==> src/rtl/seg_test_pkg.sv <==
package seg_test_pkg;
  localparam int HOST_W     = 5;
  localparam int SEL_LSB    = 0;
  localparam int SEL_W      = 3;
  localparam int GATE_BIT   = 3;
  localparam int STROBE_BIT = 4;
  localparam int NUM_SEG    = 7;
endpackage

==> src/rtl/seg_sync.sv <==
module seg_sync #(
  parameter int STAGES = 2
) (
  input  logic clk_i,
  input  logic rst_ni,
  input  logic async_i,
  output logic rise_o
);
  logic [STAGES:0] q;

  always_ff @(posedge clk_i or negedge rst_ni) begin
    if (!rst_ni) q <= '0;
    else         q <= {q[STAGES-1:0], async_i};
  end

  // q[STAGES] holds the previous synchronised level
  assign rise_o = q[STAGES-1] & ~q[STAGES];
endmodule

==> src/rtl/seg_decoder.sv <==
module seg_decoder #(
  parameter int SEL_W          = 3,
  parameter bit OUT_ACTIVE_HIGH = 1'b1,
  parameter bit EN_ACTIVE_HIGH  = 1'b1,
  localparam int N_OUT         = 1 << SEL_W
) (
  input  logic [SEL_W-1:0] sel_i,
  input  logic             en_i,
  output logic [N_OUT-1:0] dec_o
);
  logic [N_OUT-1:0] hot;

  always_comb begin
    hot = '0;
    if (en_i == EN_ACTIVE_HIGH) hot[sel_i] = 1'b1;
  end

  generate
    if (OUT_ACTIVE_HIGH) begin : g_pos
      assign dec_o = hot;
    end else begin : g_neg
      assign dec_o = ~hot;
    end
  endgenerate
endmodule

==> src/rtl/seg_latch_reg.sv <==
module seg_latch_reg #(
  parameter int           W       = 8,
  parameter logic [W-1:0] RST_VAL = '0
) (
  input  logic         clk_i,
  input  logic         rst_ni,
  input  logic         clear_i,
  input  logic         load_i,
  input  logic [W-1:0] d_i,
  output logic [W-1:0] q_o
);
  always_ff @(posedge clk_i or negedge rst_ni) begin
    if (!rst_ni)      q_o <= RST_VAL;
    else if (clear_i) q_o <= RST_VAL;
    else if (load_i)  q_o <= d_i;
  end
endmodule

==> src/rtl/seg_test_reg.sv <==
module seg_test_reg
  import seg_test_pkg::*;
#(
  parameter bit DEC_ACTIVE_HIGH = 1'b1,
  parameter bit EN_ACTIVE_HIGH  = 1'b1,
  parameter bit SEG_ACTIVE_LOW  = 1'b0,
  parameter int SYNC_STAGES     = 2
) (
  input  logic              clk_i,
  input  logic              rst_ni,
  input  logic              clear_i,
  input  logic [HOST_W-1:0] host_i,
  output logic [NUM_SEG-1:0] seg_o,
  output logic              spare_o
);
  localparam int N_OUT = 1 << SEL_W;
  localparam logic [N_OUT-1:0] IDLE_VAL = DEC_ACTIVE_HIGH ? '0 : '1;

  logic             load_w;
  logic [N_OUT-1:0] dec_w;
  logic [N_OUT-1:0] latch_q;
  logic [N_OUT-1:0] lit_w;

  seg_sync #(.STAGES(SYNC_STAGES)) u_sync (
    .clk_i  (clk_i),
    .rst_ni (rst_ni),
    .async_i(host_i[STROBE_BIT]),
    .rise_o (load_w)
  );

  seg_decoder #(
    .SEL_W          (SEL_W),
    .OUT_ACTIVE_HIGH(DEC_ACTIVE_HIGH),
    .EN_ACTIVE_HIGH (EN_ACTIVE_HIGH)
  ) u_dec (
    .sel_i(host_i[SEL_LSB +: SEL_W]),
    .en_i (host_i[GATE_BIT]),
    .dec_o(dec_w)
  );

  seg_latch_reg #(.W(N_OUT), .RST_VAL(IDLE_VAL)) u_reg (
    .clk_i  (clk_i),
    .rst_ni (rst_ni),
    .clear_i(clear_i),
    .load_i (load_w),
    .d_i    (dec_w),
    .q_o    (latch_q)
  );

  // lit_w: 1 where a segment should glow, whatever the decoder polarity
  generate
    for (genvar k = 0; k < N_OUT; k++) begin : g_lit
      assign lit_w[k] = DEC_ACTIVE_HIGH ? latch_q[k] : ~latch_q[k];
    end
    for (genvar k = 0; k < NUM_SEG; k++) begin : g_seg
      assign seg_o[k] = SEG_ACTIVE_LOW ? ~lit_w[k] : lit_w[k];
    end
  endgenerate

  assign spare_o = SEG_ACTIVE_LOW ? ~lit_w[NUM_SEG] : lit_w[NUM_SEG];
endmodule

==> config.mk <==
export PLATFORM = sky130hd
export DESIGN_NAME = seg_test_reg
export DESIGN_NICKNAME = d
export VERILOG_FILES = /design/src/rtl/seg_test_pkg.sv /design/src/rtl/seg_sync.sv /design/src/rtl/seg_decoder.sv /design/src/rtl/seg_latch_reg.sv /design/src/rtl/seg_test_reg.sv
export SDC_FILE = /design/constraint.sdc
export NUM_CORES = 1
export LEC_CHECK = 0
export BUFFER_PORTS_ARGS = -buffer_cell sky130_fd_sc_hd__buf_2
export CAP_MARGIN = 20
export CORE_AREA = 5 5 42 44
export CTS_BUF_LIST = sky130_fd_sc_hd__clkbuf_4
export DETAILED_ROUTE_END_ITERATION = 10
export DIE_AREA = 0 0 47 49
export GPL_TIMING_DRIVEN = 0
export PLACE_DENSITY = 0.68
export SLEW_MARGIN = 20
export SYNTH_ARGS = -nofsm -noshare
export SYNTH_HDL_FRONTEND = slang
export SYNTH_SLANG_ARGS = --single-unit
==> constraint.sdc <==
create_clock -name clk_i -period 0.9 [get_ports clk_i]
set_input_delay 0.135 -clock clk_i [delete_from_list [all_inputs] [get_ports clk_i]]
set_output_delay 0.135 -clock clk_i [all_outputs]
set_load 0.05 [all_outputs]
==> impl_metrics.toml, run 1 <==
[final_layout]
num-nets-final = 69
syn_to_final_growth_pct = 64.00
n_antenna_cell = 0
final_area_um2 = 769.5
final-seq-area_um2 = 285.3
multi_input_area_um2 = 237.7
fill_cells = 140
drive_gt1_frac = 0.6333

[pwr]
irDropWorstVdd_uv = 688.2
p_seq_frac = 0.513
power_mw = 0.9979
p_int_mw = 0.7581
power.density_nw_per_um2 = 1297
power_frac_clock = 0.359
swShare = 0.2403
p_sw_mw = 0.2397
p_leak_nw = 0.2904
p_comb_frac = 0.128

[global_route]
grt_antenna_before_repair = 0
grt_usage = 0.1070
grt_pass1_vias = 407
grt_max_degree = 12
grt_overflow = 0
grt_pass1_wl_um = 1814

[worst_setup_path]
critPathArrivalTime_ns = 1.11
cp.required_ns = 1.03
reg2reg_depth = 2
setup.worst_path.end_class = "register"
cp_max_fo = 8
worstSetupPathType = "register to register"
cp-start-kind = "register"

[synth]
netlist_top_cells_count = "dfrtp_1, inv_1, o32ai_1"
synth_area_per_cell_um2 = 11.73
synth_edf_count = 0
synthCells = 40
ys.flop_type = "dfrtp_1"
synth_cell_types = 12
synth.top_cell.area_share = 0.5867
synthArstFlopShare = 1.000
synth.most_common_cell = "dfrtp_1"
yosys.area.top_type = "dfrtp_1"
ys_seq_area_frac = 0.5867
synth_nets = 48
yosysWarningCount = 0
synth.cell_area_um2 = 469.2
synth_seq_cells = 11
synthTopCellsByArea = "dfrtp_1, o32ai_1, inv_1, or3b_1, nand3b_1"

[floorplan]
rows = 14
initial_core_util = 0.3348
die_height_um = 49
core_um2 = 1401
die_x_um = 47
io_pins = 16
die_area_um2 = 2303

[min_path]
hold_path_class = "input port to register"
whs_path_depth = 2

[clocking]
insertion_delay_ns = 0.26
cts_tree = "yes"
cts_buffers = 3
clk_transition_reported_paths_ns = 0.07
cts_buffer_depth = 2
clock_sinks = 11
cts_root_buf = "clkbuf_4"
htree_levels = 1

[timing]
slew_headroom = 0.7639
rsz0062_at_grt = "true"
skew_ns = 0.004878
timing.final.ws_setup_ns = -0.07830
fmax_mhz = 1022
maxSlewViolCount = 0
worstMarginPinSlew_ns = 0.3535
setup_violations = 16
finalCritPeriodShare = 1.087
finalHoldViolCount = 0
post-route-min-period_ns = 0.9783
hold_ws_ns = 0.2054

[drt]
vias = 385
wl_um = 1099
remaining_drc_errors = 0
via_per_inst = 5.066
ant_nets = 0
routedWlPerCell_um = 14.46
dr.pass1.iters = 3
first_iter_violations = 2

[placement]
port_buffers = 14
gp_congestion = 0.7429
dpl_cell_area_um2 = 570.5
dpl.hpwl_um = 710.7

[job]
cap_violations = 0

[run_status]
status = "complete, but fails checks"
violations = "setup timing"
==> power groups by stage <==
stage               combinational [mW]  clock, mW  sequential, mW
global route                     0.139      0.392           0.513
finish                           0.128      0.358           0.512
floorplan                       0.0346          0           0.532
CTS                              0.119      0.371           0.512
global placement                0.0888          0           0.519
detailed placement              0.0906          0           0.520
==> placed cells by master (no fill, tap or decap), drive strengths merged <==
cell,n
inv,8
or3b,3
buf,17
or3,1
o32ai,8
nor2b,1
clkbuf,4
dlygate4sd3,2
nand4bb,1
nand3b,3
nand3,1
dfrtp,11
==> worst max-delay path, stage by stage, from the launching register on <==
cell	delay (ns)
dfrtp_1	0.40
nor2b_4	0.33
o32ai_2	0.12
==> routing by layer <==
| metal | part of all wire | vias to the layer above | GRT usage |
|---|---|---|---|
| met3 | 0.048 | 2 | 0.02214 |
| met4 | 0.0082 | 0 | 0.04147 |
| li1 | - | 183 | - |
| met1 | 0.45 | 188 | 0.1465 |
| met5 | 0 | - | 0 |
| met2 | 0.49 | 12 | 0.1606 |
==> flip-flops by register name, indices dropped and copies added (netlist names) <==
name       cells
u_sync.q       3
u_reg.q_o      8
==> path summary, 6_finish.rpt <==
path | slack, ns | from | end
max | -0.08 | u_sync.q[2] | u_reg.q_o[1]
min | 0.21 | clear_i | u_reg.q_o[0]
max reg2reg | -0.08 | u_sync.q[2] | u_reg.q_o[1]
min reg2reg | 0.36 | u_sync.q[0] | u_sync.q[1]
max in group asynchronous | 0.41 | rst_ni | u_reg.q_o[1]
min in group asynchronous | 0.26 | rst_ni | u_reg.q_o[7]
==> kinds of logic after synthesis <==
group | count (synthesis) | share of synthesized area
AOI/OAI and AO/OA | 8 | 0.1493
buffers and inverters | 11 | 0.09866
DFF | 11 | 0.5867
and+or+nand+nor | 10 | 0.1653
==> final cells by class <==
| type | instances | share of cell area |
|---|---|---|
| tap | 16 | 0.02602 |
| buffer | 2 | 0.02439 |
| inverter | 8 | 0.03902 |
| multi-input combinational | 18 | 0.3089 |
| sequential | 11 | 0.3707 |
| timing repair buffer | 17 | 0.1919 |
| clock buffer | 4 | 0.03902 |
==> metrics by stage <==
stage               cells  setup TNS [ns]  setup WS, ns    util
finish                 76          -1.019      -0.07830  0.5491
global route           76          -1.651       -0.1334  0.5491
CTS                    75          -1.077      -0.08096  0.5277
detailed placement     70         -0.8210       -0.1303  0.4071
global placement       70         -0.5348      -0.07919  0.4071
floorplan              40         -0.1279      -0.01599       -
==> repair_timing <==
item / in CTS / in global routing
endpoints found under the hold margin: 12 / 0
pin swaps: 9 / 1
buffers inserted: 0 / 1
hold buffers: 2 / 0
gates resized for setup: 28 / 2
endpoints found under the setup margin: 16 / 16
No activity file was read; power rests on OpenSTA's default activity.
==> inputs of run 2 (changes only) <==
Settings changed: MAX_ROUTING_LAYER set to met4, PLACE_DENSITY 0.68 to 0.71, SYNTH_HIERARCHICAL set to 1.
==> run 2 against run 1 <==
  * The run still ends with setup timing left
  * Sequential cell count unchanged
  * Clock skew decreased by 0.0037 ns
  * Clock power decreased by 3%
  * Register-to-register slack got worse by 0.06 ns
  * Worst setup slack got worse by 0.065 ns
  * Largest power group unchanged
==> impl_metrics.toml, run 2 <==
[run_status]
status = "complete, but fails checks"
violations = "setup timing"

[min_path]
min_to = "u_reg/q_o[3]"
whs_path_depth = 2
min-delay-start = "clear_i"
hold_path_class = "input port to register"

[worst_setup_path]
cp.required_ns = 1.05
cp-start-kind = "register"
reg2reg_depth = 4
crit_slowest_cell = "dfrtp_1"
cp_max_fo = 8
worstSetupPathType = "register to register"
r2r_end = "u_reg/q_o[0]"
critPathArrivalTime_ns = 1.19
setup.worst_path.end_class = "register"
slowest_delay_ns = 0.40
path_cells = "nor2b_4 -> buf_8 -> mux2i_1 -> nor2_1"
rrSetupSlack_ns = -0.14
rr_startpoint = "u_sync/q[2]"

[synth]
synthSimpleGateAreaFrac = 0.2745
synth.most_common_cell = "dfrtp_1"
netlist_top_cells_count = "dfrtp_1, mux2i_1, nor2_1"
synthTopCellsByArea = "dfrtp_1, mux2i_1, and4bb_2, and4b_2, nor2_1"
synthCells = 38
synth_area_per_cell_um2 = 13.43
synth.cell_area_um2 = 510.5
ys.flop_type = "dfrtp_1"
synthMuxAreaShare = 0.1569
synth_adder_area_share = 0
synth_xor_xnor_area_share = 0
synth_seq_cells = 11
synth_edf_count = 0
ys_seq_area_frac = 0.5392
synth_top_family_by_area = "simple AND/OR/NAND/NOR gates"
synthArstFlopShare = 1.000
yosysWarningCount = 6
synth_cell_types = 10
synth_compound_area_frac = 0
synth.top_cell.area_share = 0.5392
synth_nets = 46
yosys.area.top_type = "dfrtp_1"

[global_route]
grt_antenna_before_repair = 0
grt_overflow = 0
grt_pass1_wl_um = 1863
grt_pass1_vias = 417
grt_usage = 0.1144
grt_max_degree = 12

[pwr]
power_frac_clock = 0.356
p_sw_mw = 0.2536
power_mw = 0.9786
irDropWorstVdd_uv = 1030
p_leak_nw = 0.3568
p_int_mw = 0.7250
swShare = 0.2592
p_seq_frac = 0.521
p_comb_frac = 0.123
power.density_nw_per_um2 = 1337

[timing]
fmax_mhz = 958.7
timing.final.ws_setup_ns = -0.1431
hold_ws_ns = 0.2208
worstMarginPinSlew_ns = 0.3674
slew_headroom = 0.7551
maxSlewViolCount = 0
skew_ns = 0.001225
setup_violations = 16
post-route-min-period_ns = 1.043
finalHoldViolCount = 0
rsz0062_at_grt = "true"
finalCritPeriodShare = 1.159

[clocking]
clock_sinks = 11
htree_levels = 1
clk_transition_reported_paths_ns = 0.08
cts_root_buf = "clkbuf_4"
cts_tree = "yes"
insertion_delay_ns = 0.27
cts_buffers = 3
cts_buffer_depth = 2

[drt]
dr.pass1.iters = 4
remaining_drc_errors = 0
vias = 387
ant_nets = 0
routedWlPerCell_um = 13.06
wl_um = 1019
via_per_inst = 4.962
first_iter_violations = 8

[final_layout]
top_register = "u_reg/q_o"
n_antenna_cell = 0
largest_reg_flops = 8
final_common_cell = "dfrtp_1"
finalNonFillerCells = 78
num-nets-final = 71
drive_gt1_frac = 0.5161
largestRegisters = "u_reg/q_o x8, u_sync/q x3"
syn_to_final_growth_pct = 43.38
layout_common_cells = "dfrtp_1, buf_6, mux2i_1, nor2_1, buf_2"

[floorplan]
die_area_um2 = 2303
core_um2 = 1401
io_pins = 16
initial_core_util = 0.3643
rows = 14
die_height_um = 49
die_x_um = 47

[placement]
dpl.hpwl_um = 647.9
dp_cells = 68
port_buffers = 14
gp_congestion = 0.7311
pre_cts_ws_ns = -0.1242

[job]
cap_violations = 0
## run 2: cell count changes after synthesis, moves of 3 or more
cell and delta:
and4b_2 +3, and4bb_2 +3, inv_1 -8, mux2i_1 +8
nand3b_1 -3, nor2_1 +8, o32ai_1 -8, or3b_1 -3
## run 2: worst max path at each step
| stage | startpoint | to | depth (start not counted) |
|---|---|---|---|
| 2_1_floorplan | u_sync/q[2] | u_reg/q_o[0] | 4 |
| 3_5_place_dp | u_sync/q[2] | u_reg/q_o[4] | 4 |
| 5_1_grt | u_sync/q[2] | u_reg/q_o[1] | 4 |
| 3_3_place_gp | u_sync/q[2] | u_reg/q_o[0] | 4 |
| 6_report | u_sync/q[2] | u_reg/q_o[0] | 4 |
| 4_1_cts | u_sync/q[2] | u_reg/q_o[4] | 4 |
## run 2: per-layer routing
| layer | global-route usage | up-vias | part of all wire |
|---|---|---|---|
| li1 | - | 183 | - |
| met1 | 0.1636 | 186 | 0.45 |
| met2 | 0.1448 | 16 | 0.47 |
| met3 | 0.03321 | 2 | 0.072 |
| met4 | 0.05530 | 0 | 0.015 |
| met5 | - | - | 0 |
## run 2: critical path, delay by kind of cell (launching register included)
kind | cells | cell delay [ns]
flip-flops | 1 | 0.40
buffers and inverters | 1 | 0.14
multiplexers | 1 | 0.20
AND/OR/NAND/NOR | 2 | 0.18
## run 2: cell families after synthesis
kind of cell | Yosys count
flip-flops | 11
multiplexers | 8
buffers and inverters | 2
AND/OR/NAND/NOR | 17
## run 2: timing repair
action,CTS,global route
cloned,0,0
setup endpoints to repair,16,16
pin swaps,0,0
setup buffers,3,1
hold buffers,2,0
resized for setup,16,1
endpoints found under the hold margin,12,0
## run 2: final cells by class
class | count | area [µm²]
Buffer | 2 | 18.77
Clock buffer | 3 | 22.52
Clock inverter | 1 | 5.005
Fill cell | 130 | 669.4
Multi-Input combinational cell | 25 | 220.2
Sequential cell | 11 | 275.3
Tap cell | 16 | 20.02
Timing Repair Buffer | 20 | 170.2
## run 2: metrics by stage
stage / util / instance area, µm² / TNS, ns
after floorplan: - / 510.5 / -0.5163
after global placement: 0.4286 / 600.6 / -0.8329
after detailed placement: 0.4286 / 600.6 / -0.9096
after CTS: 0.5143 / 720.7 / -1.608
after global routing: 0.5223 / 732.0 / -2.349
final: 0.5223 / 732.0 / -1.480
## run 2: power by group through the flow
stage | registers (mW) | clock network (mW) | logic, mW
detailed placement | 0.519 | 0 | 0.104
floorplan | 0.532 | 0 | 0.0456
CTS | 0.510 | 0.362 | 0.118
finish | 0.510 | 0.349 | 0.120
global route | 0.512 | 0.393 | 0.131
global placement | 0.519 | 0 | 0.102
